<file path="config.mk">
export PLATFORM = sky130hd
export DESIGN_NAME = warp_issue_sched
export DESIGN_NICKNAME = d
export VERILOG_FILES = /design/src/rtl/warp_sched_pkg.sv /design/src/rtl/warp_age_table.sv /design/src/rtl/warp_rr_pick.sv /design/src/rtl/warp_oldest_pick.sv /design/src/rtl/warp_issue_sched.sv
export SDC_FILE = /design/constraint.sdc
export NUM_CORES = 2
export LEC_CHECK = 0
export BUFFER_PORTS_ARGS = -buffer_cell sky130_fd_sc_hd__buf_2
export CAP_MARGIN = 0
export CORE_UTILIZATION = 42
export CTS_CLUSTER_SIZE = 20
export DETAILED_ROUTE_END_ITERATION = 12
export PLACE_DENSITY = 0.61
export SYNTH_ARGS = -nofsm -noshare
export SYNTH_HDL_FRONTEND = slang
export SYNTH_SLANG_ARGS = --single-unit
</file>
<file path="constraint.sdc">
create_clock -name clk_i -period 156.7 [get_ports clk_i]
set_input_delay 7.835 -clock clk_i [delete_from_list [all_inputs] [get_ports clk_i]]
set_output_delay 7.835 -clock clk_i [all_outputs]
set_load 0.03 [all_outputs]
</file>
<file path="src/rtl/warp_sched_pkg.sv">
package warp_sched_pkg;
  typedef enum logic {
    POL_RR  = 1'b0,
    POL_GTO = 1'b1
  } sched_pol_e;
endpackage

</file>
<file path="src/rtl/warp_age_table.sv">
// Compact age ranks: 0 = oldest live warp, count-1 = youngest.
module warp_age_table #(
  parameter int N   = 64,
  localparam int IW = $clog2(N)
) (
  input  logic              clk_i,
  input  logic              rst_ni,
  input  logic              alloc_i,
  input  logic [IW-1:0]     alloc_id_i,
  input  logic              retire_i,
  input  logic [IW-1:0]     retire_id_i,
  output logic [N-1:0]      valid_o,
  output logic [N-1:0][IW-1:0] rank_o
);
  logic [N-1:0]         valid_q;
  logic [N-1:0][IW-1:0] rank_q;
  logic [IW:0]          cnt_q;
  logic                 ret_ok, alloc_ok;
  logic [IW-1:0]        ret_rank;
  logic [IW:0]          new_rank;

  assign ret_ok   = retire_i && valid_q[retire_id_i];
  assign alloc_ok = alloc_i && (!valid_q[alloc_id_i] || (ret_ok && retire_id_i == alloc_id_i));
  assign ret_rank = rank_q[retire_id_i];
  assign new_rank = cnt_q - {{IW{1'b0}}, ret_ok};

  for (genvar w = 0; w < N; w++) begin : g_ent
    logic is_ret, is_alloc;
    assign is_ret   = ret_ok && (retire_id_i == IW'(w));
    assign is_alloc = alloc_ok && (alloc_id_i == IW'(w));
    always_ff @(posedge clk_i or negedge rst_ni) begin
      if (!rst_ni) begin
        valid_q[w] <= 1'b0;
        rank_q[w]  <= '0;
      end else begin
        valid_q[w] <= (valid_q[w] && !is_ret) || is_alloc;
        if (is_alloc)
          rank_q[w] <= new_rank[IW-1:0];
        else if (valid_q[w] && ret_ok && !is_ret && rank_q[w] > ret_rank)
          rank_q[w] <= rank_q[w] - 1'b1;
      end
    end
  end

  always_ff @(posedge clk_i or negedge rst_ni) begin
    if (!rst_ni) cnt_q <= '0;
    else         cnt_q <= cnt_q - {{IW{1'b0}}, ret_ok} + {{IW{1'b0}}, alloc_ok};
  end

  assign valid_o = valid_q;
  assign rank_o  = rank_q;
endmodule

</file>
<file path="src/rtl/warp_rr_pick.sv">
// First set bit strictly after ptr_i, wrapping; ptr_i itself is checked last.
module warp_rr_pick #(
  parameter int N   = 64,
  localparam int IW = $clog2(N)
) (
  input  logic [N-1:0]  elig_i,
  input  logic [IW-1:0] ptr_i,
  output logic          found_o,
  output logic [IW-1:0] idx_o
);
  always_comb begin
    found_o = 1'b0;
    idx_o   = '0;
    for (int i = N; i >= 1; i--) begin
      logic [IW-1:0] cand;
      cand = ptr_i + IW'(i);
      if (elig_i[cand]) begin
        found_o = 1'b1;
        idx_o   = cand;
      end
    end
  end
endmodule

</file>
<file path="src/rtl/warp_oldest_pick.sv">
module warp_oldest_pick #(
  parameter int N   = 64,
  localparam int IW = $clog2(N)
) (
  input  logic [N-1:0]         elig_i,
  input  logic [N-1:0][IW-1:0] rank_i,
  output logic                 found_o,
  output logic [IW-1:0]        idx_o
);
  logic [IW-1:0] best;
  always_comb begin
    found_o = 1'b0;
    idx_o   = '0;
    best    = '1;
    for (int w = 0; w < N; w++) begin
      if (elig_i[w] && (!found_o || rank_i[w] < best)) begin
        found_o = 1'b1;
        idx_o   = IW'(w);
        best    = rank_i[w];
      end
    end
  end
endmodule

</file>
<file path="src/rtl/warp_issue_sched.sv">
module warp_issue_sched
  import warp_sched_pkg::*;
#(
  parameter int N_WARPS = 64,
  localparam int IW     = $clog2(N_WARPS)
) (
  input  logic               clk_i,
  input  logic               rst_ni,
  input  logic               mode_i,
  input  logic [N_WARPS-1:0] ready_i,
  input  logic               alloc_i,
  input  logic [IW-1:0]      alloc_id_i,
  input  logic               retire_i,
  input  logic [IW-1:0]      retire_id_i,
  output logic               grant_valid_o,
  output logic [IW-1:0]      grant_id_o,
  output logic [N_WARPS-1:0] grant_onehot_o
);
  logic [N_WARPS-1:0]         valid;
  logic [N_WARPS-1:0][IW-1:0] rank;
  logic [N_WARPS-1:0]         elig;
  logic                       rr_found, old_found, sticky;
  logic [IW-1:0]              rr_idx, old_idx;
  // Shared by both policies: rotate pointer in RR, greedy warp in GTO.
  logic [IW-1:0]              last_q;
  logic                       have_last_q;
  sched_pol_e                 pol;

  warp_age_table #(.N(N_WARPS)) u_age (
    .clk_i, .rst_ni, .alloc_i, .alloc_id_i, .retire_i, .retire_id_i,
    .valid_o(valid), .rank_o(rank)
  );

  assign elig = ready_i & valid;
  assign pol  = sched_pol_e'(mode_i);

  warp_rr_pick #(.N(N_WARPS)) u_rr (
    .elig_i(elig), .ptr_i(last_q), .found_o(rr_found), .idx_o(rr_idx)
  );

  warp_oldest_pick #(.N(N_WARPS)) u_old (
    .elig_i(elig), .rank_i(rank), .found_o(old_found), .idx_o(old_idx)
  );

  assign sticky = have_last_q && elig[last_q];

  always_comb begin
    if (pol == POL_RR) begin
      grant_valid_o = rr_found;
      grant_id_o    = rr_idx;
    end else if (sticky) begin
      grant_valid_o = 1'b1;
      grant_id_o    = last_q;
    end else begin
      grant_valid_o = old_found;
      grant_id_o    = old_idx;
    end
    grant_onehot_o = '0;
    if (grant_valid_o) grant_onehot_o[grant_id_o] = 1'b1;
  end

  always_ff @(posedge clk_i or negedge rst_ni) begin
    if (!rst_ni) begin
      last_q      <= IW'(N_WARPS - 1);
      have_last_q <= 1'b0;
    end else if (grant_valid_o) begin
      last_q      <= grant_id_o;
      have_last_q <= 1'b1;
    end
  end
endmodule

</file>
==> results.yml <==
status:
  outcome: "finished with violations"
  violations: "max-capacitance violations, max-slew violations"
clocking:
  clock_path_buffers: 3
  ctsResizeCount: 0
  hold_buffers: 0
  cts_sinks: 461
  cts_tree: "yes"
  cts_setup_buffers: 0
  cts_buffers: 60
  cts_max_level: 2
  cts_root_buf: "clkbuf_16"
  path_clk_slew_ns: 0.05
  clk-insertion-delay-late_ns: 0.72
yosys:
  synth_mux_area_share_pct: 12.41
  synthFlopType: "dfrtp_1"
  synth_edf_count: 0
  synth_compound_area_share_pct: 25.38
  yosysUniqueCellTypes: 198
  synth_top_family_by_area: "compound AO/OA/AOI/OAI gates"
  synth_fa_ha_area_share_pct: 12.03
  synth_nets: 9411
  postSynthCellCount: 8669
  yosysSeqAreaShare_pct: 16.69
  synth-simple-area-share_pct: 21.81
  yosysWarnings: 0
  synthXorXnorAreaFrac_pct: 5.240
  postSynthAreaPerCell_sq_um: 7.979
  yosys_register_bits: 461
  async_flop_share_pct: 100.0
  syn-cell-area_sq_mm: 0.06917
setup_path:
  worstSetupPathType: "in2out"
  slowest_delay_ns: 0.74
  cpMaxStageDelayCell: "o22a_1"
  crit_required_ns: 148.87
  critical_path_arrival_ns: 130.11
  cpMostUsedCell: "ha_1"
  r2r_cells: 527
  r2r_slack_ns: 34.86
  cp_max_fo: 18
  start_kind: "input pin"
  worstSetupEndpointType: "primary output"
layout:
  drive_above_1_share_pct: 13.84
  multiInputGateArea_sq_mm: 0.05339
  syn_to_final_growth_pct: 5.878
  seq_area_sq_mm: 0.01155
  num-nets-final: 9335
  fill_cells: 16250
  final_cell_mix: "1069 x nand2_1, 754 x nor2_1, 694 x o21ai_0"
  layout_commonest_cell: "nand2_1"
timing:
  fin_hold_ws_ns: 0.4965
  max_clock_freq_ghz: 0.007249
  setup_tns_ns: 0
  max-slew-margin-rel_pct: -0.8628
  rsz0062_at_grt: "no"
  fin_crit_ns: 137.94
  hold_viol: 0
  finalCritPeriodShare_pct: 88.03
  drv_slew: 1
  clock_skew_ns: 0.04694
  setup_violations: 0
  tightest_slew_ns: 1.497
routing:
  ant_nets: 0
  routed_wl_microns: 297600
  routedWlPerCell_microns: 27.49
  drt-vias-per-instance: 6.590
  vias: 71350
  drt_iter0_drc: 8609
  drc_errors: 0
  firstDrtPassIters: 6
floorplanning:
  num_rows: 148
  die_y_microns: 407.8
  die-area_sq_mm: 0.1663
  die_w_microns: 407.8
  initial_utilization_pct: 42.40
  core_sq_mm: 0.1631
  io_pins: 152
min_path:
  hold_depth: 1
  hold_path.class: "reg2reg"
place:
  hpwlAfterDp_microns: 226500
  routabilityCongestion: 1.050
  portBuffers: 151
global_route:
  grt_max_degree: 78
  track_usage_pct: 34.40
  grt_pass1_wl_microns: 437900
  grt_pass1_vias: 66330
  antenna_found_initial: 21
  grt_overflow: 0
flow_run:
  cap_violations: 1
[cell usage after synthesis, types with 58 or more instances]
cell type	n	share of area (%)
o21a_1	113	1.2
o211ai_1	127	1.4
mux2i_1	289	4.2
nor3_1	213	1.5
clkbuf_8	59	1.2
nor2_1	754	4.1
inv_1	428	2.3
nand2_1	1070	5.8
xnor2_1	256	3.2
nand2b_1	97	0.88
nand4_1	122	1.1
a31oi_1	94	0.85
ha_1	661	12
nor2b_1	120	1.1
o221ai_1	80	1.0
nand3_1	317	2.3
dfrtp_1	455	16
o21ai_0	697	5.0
xor2_1	156	2.0
a21oi_1	594	4.3
a211oi_1	58	0.63
clkbuf_1	233	1.3
mux4_2	190	6.2
mux2_2	68	1.1
o22ai_1	63	0.57
[metal layers]
metal	GRT usage (%)	up-vias	routed length, microns
li1	-	32020	-
met1	45.65	34780	122500
met2	52.08	3753	127000
met3	7.787	785	30500
met4	17.65	16	17490
met5	0	-	104
[registers in the layout (all words and copies together), names as in the netlist]
register,flops
last_q,6
have_last_q,1
u_age.rank_o,384
u_age.cnt_q,6
u_age.valid_o,64
[critical path, delay by kind of cell]
family          cells  cell delay (ns)
compound gates    285            69.53
simple gates      118            20.66
fa+ha+maj          67            18.85
mux                35            10.91
buf+inv            25             2.22
[worst paths after layout]
kind	start	end
setup / recovery	ready_i[0]	grant_onehot_o[9]
hold / removal	have_last_q$_DFFE_PN0P_	have_last_q$_DFFE_PN0P_
setup reg to reg	u_age.valid_o[0]$_DFF_PN0_	last_q[1]$_DFFE_PN1P_
hold reg to reg	have_last_q$_DFFE_PN0P_	have_last_q$_DFFE_PN0P_
max in group asynchronous	rst_ni	u_age.rank_o[58]$_DFFE_PN0P_
min in group asynchronous	rst_ni	u_age.rank_o[307]$_DFFE_PN0P_
[cell families after synthesis]
family          after synthesis
compound gates             2546
fa+ha+maj                   666
flops                       461
mux                         588
simple gates               3138
buf+inv                     857
xor+xnor                    413
[through the flow]
step	setup slack, ns	instance area (sq um)	utilization (%)	std cells
2_1_floorplan	36.61	69170	-	8669
3_3_place_gp	24.41	71070	43.57	10710
3_5_place_dp	20.97	71070	43.57	10710
4_1_cts	20.65	73210	44.88	10820
5_1_grt	8.665	73220	44.88	10820
6_report	18.76	73240	44.89	10830
[cell type report]
| type | count | area share, % |
|---|---|---|
| Antenna cell | 11 | 0.03758 |
| Tap cell | 2175 | 3.716 |
| Clock inverter | 30 | 0.6304 |
| Sequential cell | 461 | 15.77 |
| Clock buffer | 80 | 2.289 |
| Timing Repair Buffer | 280 | 2.388 |
| Multi-Input combinational cell | 7351 | 72.90 |
| Inverter | 439 | 2.276 |
Power is not shown: default switching activity piles up to over one toggle a cycle in this logic, so the estimate is an artifact.
